--- src/rtl/keypad_pwm_pkg.sv ---
package keypad_pwm_pkg;

  localparam int NUM_CH = 3;
  localparam int CODE_W = 3;

  typedef struct packed {
    logic [CODE_W-1:0] bright;
    logic [CODE_W-1:0] balance;
    logic              overlap;
  } kp_cfg_t;

  typedef struct packed {
    logic advance;
    logic wrap;
  } kp_strobe_t;

endpackage

--- src/rtl/keypad_pwm_sync.sv ---
module keypad_pwm_sync #(
  parameter int STAGES = 2
) (
  input  logic clk,
  input  logic rstN,
  input  logic din,
  output logic dout
);

  logic [STAGES-1:0] chain;

  generate
    if (STAGES == 1) begin : g_single
      always_ff @(posedge clk or negedge rstN) begin
        if (!rstN) chain <= '0;
        else       chain <= din;
      end
    end else begin : g_multi
      always_ff @(posedge clk or negedge rstN) begin
        if (!rstN) chain <= '0;
        else       chain <= {chain[STAGES-2:0], din};
      end
    end
  endgenerate

  assign dout = chain[STAGES-1];

endmodule

--- src/rtl/keypad_pwm_ctrl.sv ---
module keypad_pwm_ctrl
  import keypad_pwm_pkg::*;
#(
  parameter int FRAME_TICKS = 192,
  parameter int POS_W       = 8
) (
  input  logic             clk,
  input  logic             rstN,
  input  logic             frameTick,
  output logic [POS_W-1:0] pos,
  output kp_strobe_t       strobe
);

  localparam logic [POS_W-1:0] LAST_POS = POS_W'(FRAME_TICKS - 1);

  logic atLast;
  assign atLast = (pos == LAST_POS);

  always_comb begin
    strobe.advance = frameTick;
    strobe.wrap    = frameTick && atLast;
  end

  always_ff @(posedge clk or negedge rstN) begin
    if (!rstN)               pos <= '0;
    else if (strobe.wrap)    pos <= '0;
    else if (strobe.advance) pos <= pos + POS_W'(1);
  end


  pos_range_chk: assert property (@(posedge clk) disable iff (!rstN)
    pos <= LAST_POS);


  wrap_chk: assert property (@(posedge clk) disable iff (!rstN)
    (frameTick && pos == LAST_POS) |=> (pos == '0));


  hold_chk: assert property (@(posedge clk) disable iff (!rstN)
    !frameTick |=> $stable(pos));

endmodule

--- src/rtl/keypad_pwm_datapath.sv ---
module keypad_pwm_datapath
  import keypad_pwm_pkg::*;
#(
  parameter int FRAME_TICKS = 192,
  parameter int POS_W       = 8
) (
  input  logic              clk,
  input  logic              rstN,
  input  kp_strobe_t        strobe,
  input  logic [POS_W-1:0]  pos,
  input  kp_cfg_t           cfgIn,
  input  logic              kpEn,
  input  logic              intPwmEn,
  input  logic [NUM_CH-1:0] chEn,
  input  logic [NUM_CH-1:0] extSel,
  input  logic              extPinEn,
  input  logic              extSync,
  output logic [NUM_CH-1:0] chOn
);

  kp_cfg_t          cfgQ;
  logic [POS_W-1:0] spanLen;
  logic [POS_W-1:0] halfLen, thirdLen, quarterLen;
  logic [POS_W-1:0] sliceLen [NUM_CH];
  logic [POS_W-1:0] loB      [NUM_CH];
  logic [POS_W-1:0] hiB      [NUM_CH];
  logic [NUM_CH-1:0] slotOn;
  logic [NUM_CH-1:0] nextOn;

  // settings captured only at the frame wrap
  always_ff @(posedge clk or negedge rstN) begin
    if (!rstN)            cfgQ <= '0;
    else if (strobe.wrap) cfgQ <= cfgIn;
  end

  // logarithmic span
  always_comb begin
    if (cfgQ.bright == '0) spanLen = '0;
    else spanLen = POS_W'(FRAME_TICKS >> (7 - int'(cfgQ.bright)));
    halfLen    = spanLen >> 1;
    thirdLen   = spanLen / POS_W'(3);
    quarterLen = spanLen >> 2;
  end

  // balance ratios
  always_comb begin
    sliceLen[0] = '0;
    sliceLen[1] = '0;
    sliceLen[2] = '0;
    case (cfgQ.balance)
      3'd0: sliceLen[0] = spanLen;
      3'd1: sliceLen[1] = spanLen;
      3'd2: sliceLen[2] = spanLen;
      3'd3: begin sliceLen[0] = halfLen; sliceLen[1] = halfLen; end
      3'd4: begin sliceLen[1] = halfLen; sliceLen[2] = halfLen; end
      3'd5: begin sliceLen[0] = halfLen; sliceLen[2] = halfLen; end
      3'd6: begin
        sliceLen[0] = thirdLen; sliceLen[1] = thirdLen; sliceLen[2] = thirdLen;
      end
      default: begin
        sliceLen[0] = halfLen; sliceLen[1] = quarterLen; sliceLen[2] = quarterLen;
      end
    endcase
  end

  generate
    for (genvar i = 0; i < NUM_CH; i++) begin : g_ch
      logic intOn;
      logic useExt;

      if (i == 0) begin : g_first
        assign loB[i] = '0;
      end else begin : g_next
        assign loB[i] = hiB[i-1];
      end
      assign hiB[i] = loB[i] + sliceLen[i];

      always_comb begin
        if (cfgQ.overlap) slotOn[i] = (pos < spanLen);
        else              slotOn[i] = (pos >= loB[i]) && (pos < hiB[i]);
        intOn     = intPwmEn ? slotOn[i] : 1'b1;
        useExt    = extPinEn && extSel[i];
        nextOn[i] = kpEn && chEn[i] && intOn && (!useExt || extSync);
      end
    end
  endgenerate

  always_ff @(posedge clk or negedge rstN) begin
    if (!rstN) chOn <= '0;
    else       chOn <= nextOn;
  end


  gate_off_chk: assert property (@(posedge clk) disable iff (!rstN)
    !kpEn |=> (chOn == '0));


  slot_excl_chk: assert property (@(posedge clk) disable iff (!rstN)
    !cfgQ.overlap |-> $onehot0(slotOn));


  cfg_hold_chk: assert property (@(posedge clk) disable iff (!rstN)
    (pos != '0) |-> $stable(cfgQ));


  dark_chk: assert property (@(posedge clk) disable iff (!rstN)
    (intPwmEn && cfgQ.bright == '0) |=> (chOn == '0));

endmodule

--- src/rtl/keypad_pwm_top.sv ---
module keypad_pwm_top
  import keypad_pwm_pkg::*;
#(
  parameter int FRAME_TICKS = 192,
  parameter int SYNC_STAGES = 2
) (
  input  logic              clk,
  input  logic              rstN,
  input  logic              frameTick,
  input  logic              kpEn,
  input  logic              intPwmEn,
  input  logic              overlapMode,
  input  logic [CODE_W-1:0] brightCode,
  input  logic [CODE_W-1:0] balanceCode,
  input  logic [NUM_CH-1:0] chEn,
  input  logic [NUM_CH-1:0] extSel,
  input  logic              extPinEn,
  input  logic              extPwmIn,
  output logic [NUM_CH-1:0] chOn
);

  localparam int POS_W = $clog2(FRAME_TICKS + 1);

  logic [POS_W-1:0] pos;
  kp_strobe_t       strobe;
  kp_cfg_t          cfgIn;
  logic             extSync;

  assign cfgIn = '{bright: brightCode, balance: balanceCode, overlap: overlapMode};

  keypad_pwm_sync #(.STAGES(SYNC_STAGES)) u_sync (
    .clk(clk), .rstN(rstN), .din(extPwmIn), .dout(extSync)
  );

  keypad_pwm_ctrl #(.FRAME_TICKS(FRAME_TICKS), .POS_W(POS_W)) u_ctrl (
    .clk(clk), .rstN(rstN), .frameTick(frameTick), .pos(pos), .strobe(strobe)
  );

  keypad_pwm_datapath #(.FRAME_TICKS(FRAME_TICKS), .POS_W(POS_W)) u_dp (
    .clk(clk), .rstN(rstN), .strobe(strobe), .pos(pos), .cfgIn(cfgIn),
    .kpEn(kpEn), .intPwmEn(intPwmEn), .chEn(chEn), .extSel(extSel),
    .extPinEn(extPinEn), .extSync(extSync), .chOn(chOn)
  );

endmodule

--- config.mk ---
export PLATFORM = sky130hd
export DESIGN_NAME = keypad_pwm_top
export DESIGN_NICKNAME = d
export VERILOG_FILES = /design/src/rtl/keypad_pwm_pkg.sv /design/src/rtl/keypad_pwm_sync.sv /design/src/rtl/keypad_pwm_ctrl.sv /design/src/rtl/keypad_pwm_datapath.sv /design/src/rtl/keypad_pwm_top.sv
export SDC_FILE = /design/constraint.sdc
export NUM_CORES = 1
export LEC_CHECK = 0
export BUFFER_PORTS_ARGS = -buffer_cell sky130_fd_sc_hd__buf_2
export CORE_MARGIN = 3
export CORE_UTILIZATION = 60
export DETAILED_ROUTE_END_ITERATION = 10
export GPL_TIMING_DRIVEN = 1
export PLACE_DENSITY = 0.79
export SLEW_MARGIN = 0
export SYNTH_ARGS = -nofsm -noshare
export SYNTH_HDL_FRONTEND = slang
export SYNTH_SLANG_ARGS = --single-unit
--- constraint.sdc ---
create_clock -name clk -period 14.8 [get_ports clk]
set_input_delay 2.96 -clock clk [delete_from_list [all_inputs] [get_ports clk]]
set_output_delay 2.96 -clock clk [all_outputs]
set_load 0.05 [all_outputs]
==> impl_metrics.py <==
metrics = {
    "job": {
        "maxCapViolCount": 0,
    },
    "critical_path": {
        "worstPathArrival_ps": 9920,
        "critical_path.most_common_cell": "ha_1",
        "worst_ep_required_time_ps": 14980,
        "start_kind": "flip-flop",
        "path_max_fanout": 15,
        "worstSetupPathType": "reg2reg",
        "critical_path.max_stage_delay_ps": 750,
        "endpoint_kind": "flip-flop",
        "critPathSlowestCell": "nor4b_2",
    },
    "detailed_routing": {
        "via_per_inst": 6.67,
        "finalWirelength_mm": 9.26,
        "antenna_left": 0,
        "drt_first_pass_iters": 6,
        "num_vias": 3722,
        "drc": 0,
        "detail_route.wl_per_cell_um": 16.6,
        "drt_iter0_markers": 388,
    },
    "grt": {
        "grt_pass1_wl_mm": 15.9,
        "grt_max_degree": 33,
        "grt_usage_pct": 26.4,
        "antenna_found_initial": 0,
        "grt-ovfl-total": 0,
        "grt_pass1_vias": 3303,
    },
    "worst_hold_path": {
        "hold_path_class": "reg2reg",
    },
    "yosys": {
        "synth_nets": 555,
        "synth-seq-cells": 20,
        "ys_seq_area_share_pct": 13.8,
        "synth-edff-count": 0,
        "async_flop_share_pct": 100,
        "avgSynthCellArea_um2": 7.51,
        "ys_warn_count": 0,
        "synthCells": 483,
        "netlist_area_mm2": 0.00363,
        "yosysUniqueCellTypes": 80,
        "synth_flop_cell": "dfrtp_1",
    },
    "floorplan": {
        "dieWidth_um": 83.7,
        "die_area_mm2": 0.00701,
        "die_y_um": 83.7,
        "start_util_pct": 63.9,
        "rows": 27,
        "io_pins": 23,
        "core-area_mm2": 0.00568,
    },
    "final_layout": {
        "layout_commonest_cell": "ha_1",
        "fin_nets": 559,
        "drive_gt1_share_pct": 11.1,
        "final_cell_mix": "50 x ha_1, 43 x a21oi_1, 40 x nor2_1",
        "diodes": 0,
        "area_delta_synth_final_pct": 4.97,
        "final_util_pct": 67.1,
    },
    "timing": {
        "rsz0062_at_grt": "no",
        "max_freq_mhz": 103,
        "maxSlewViolCount": 0,
        "hold_violations": 0,
        "setup_slack_ps": 5060,
        "finalCritPeriodShare_pct": 65.8,
        "maxSlewHeadroom_pct": 37.0,
        "fin_setup_tns_ps": 0,
        "fin_crit_ps": 9740,
        "setup_viol": 0,
        "fin_worst_skew_ps": 12.7,
        "tightestPinTransition_ps": 945,
        "whs_ps": 359,
    },
    "clocking": {
        "cts_buffers": 3,
        "cts_htree_levels": 1,
        "postCtsSetupBuffers": 0,
        "cts_resized": 0,
        "cts_tree": "built",
        "ctsLongestPathBuffers": 2,
        "clkSinkCount": 20,
        "cts.root.buffer_cell": "clkbuf_8",
        "ctsHoldBuffers": 0,
        "clkTransAtPathRegs_ps": 90,
        "clk_latency_ps": 270,
    },
    "pwr": {
        "powerDensity_mw_per_mm2": 60.9,
        "ir_drop_mv": 0.0622,
        "cellLeakagePower_nw": 1.77,
    },
    "placement": {
        "dp_slack_ps": 5170,
        "place_congestion": 0.916,
        "dp_hpwl_mm": 7.29,
        "numPortBuffers": 22,
    },
    "run_status": {
        "outcome": "completed",
    },
}
power by group:
part / leakage [nW] / internal (W) / switching (W)
Clock: 0.0357 / 0.0000362 / 0.0000201
Sequential: 0.236 / 0.0000629 / 0.0000207
Combinational: 1.49 / 0.0000479 / 0.0000441
layer usage:
layer / vias up / track usage (%) / wire length, µm
met5: - / 0 / 0
met4: 0 / 2.49 / 34
met1: 1749 / 41.2 / 4420
met3: 9 / 2.47 / 746
met2: 186 / 40.6 / 4060
li1: 1778 / - / -
metrics by stage:
stage                     instance area (µm²)  power [W]  cells
final                                    3810   0.000232    558
after global routing                     3810   0.000251    558
after CTS                                3810   0.000232    558
after detailed placement                 3730   0.000175    554
after global placement                   3730   0.000169    554
after floorplan                          3630   0.000147    483
layout make-up:
cell class | count | area [µm²]
clock buffers | 3 | 41.3
repair buffers | 25 | 133
fillers | 513 | 1870
clock inverters | 1 | 30.0
flip-flops and latches | 20 | 500
well taps | 72 | 90.1
inverters | 36 | 135
multi-input cells | 401 | 2880
cell families (layout without fill, tap and decap cells):
kind of cell / after synthesis / in the layout / synth area share (%)
and+or+nand+nor: 162 / 162 / 23.0
DFF: 20 / 20 / 13.8
muxes: 9 / 9 / 2.69
xor gates and xnor gates: 23 / 23 / 5.56
adders and majority gates: 53 / 53 / 18.6
AOI/OAI and AO/OA: 154 / 154 / 29.5
buffers and inverters: 62 / 65 / 6.87
critical path: cells and delay by family, from the launching register on:
kind | cells | cell delay [ps]
AOI/OAI and AO/OA | 15 | 2820
buffers and inverters | 2 | 290
and+or+nand+nor | 7 | 2320
xor gates and xnor gates | 3 | 560
DFF | 1 | 570
adders and majority gates | 8 | 2610
muxes | 1 | 450
flip-flops by register name (all words and copies together) (netlist names):
register	cells
u_sync.chain	2
u_dp.chOn	3
u_ctrl.pos	8
u_dp.cfgQ	7
worst paths after layout:
kind                                      start               to  slack (ps)  cells after the start
worst max-delay path               u_dp.cfgQ[5]     u_dp.chOn[2]        5060                     36
worst min-delay path            u_sync.chain[0]  u_sync.chain[1]         360                      0
worst max register to register     u_dp.cfgQ[5]     u_dp.chOn[2]        5060                     36
worst min register to register  u_sync.chain[0]  u_sync.chain[1]         360                      0
max in group asynchronous                  rstN     u_dp.cfgQ[4]       11850                      1
min in group asynchronous                  rstN     u_dp.chOn[1]        2620                      1
synth_stat cells, types with 3 or more instances:
| cell type | number | area share [%] |
|---|---|---|
| o21a_1 | 7 | 1.4 |
| o21ai_0 | 24 | 3.3 |
| ha_1 | 50 | 17 |
| and2_1 | 4 | 0.69 |
| or3_1 | 3 | 0.52 |
| a221oi_1 | 4 | 0.97 |
| nor2_1 | 40 | 4.1 |
| o22ai_1 | 6 | 1.0 |
| o21bai_1 | 4 | 0.83 |
| clkbuf_1 | 17 | 1.8 |
| nand3_1 | 13 | 1.8 |
| buf_2 | 4 | 0.55 |
| nand2b_1 | 8 | 1.4 |
| a31oi_1 | 4 | 0.69 |
| xnor2_1 | 15 | 3.6 |
| dfrtp_1 | 20 | 14 |
| nor2b_1 | 10 | 1.7 |
| or2_2 | 5 | 0.86 |
| a21o_1 | 15 | 3.1 |
| inv_1 | 33 | 3.4 |
| mux2_2 | 6 | 1.9 |
| nor3_1 | 14 | 1.9 |
| xor2_1 | 8 | 1.9 |
| a221o_1 | 4 | 1.1 |
| mux2i_1 | 3 | 0.83 |
| nand4_1 | 6 | 1.0 |
| nor3b_1 | 4 | 0.83 |
| a211oi_1 | 3 | 0.62 |
| o211ai_1 | 4 | 0.83 |
| buf_1 | 3 | 0.31 |
| nand2_1 | 38 | 3.9 |
| a21oi_1 | 43 | 5.9 |
Power figures use the tool's default switching activity.
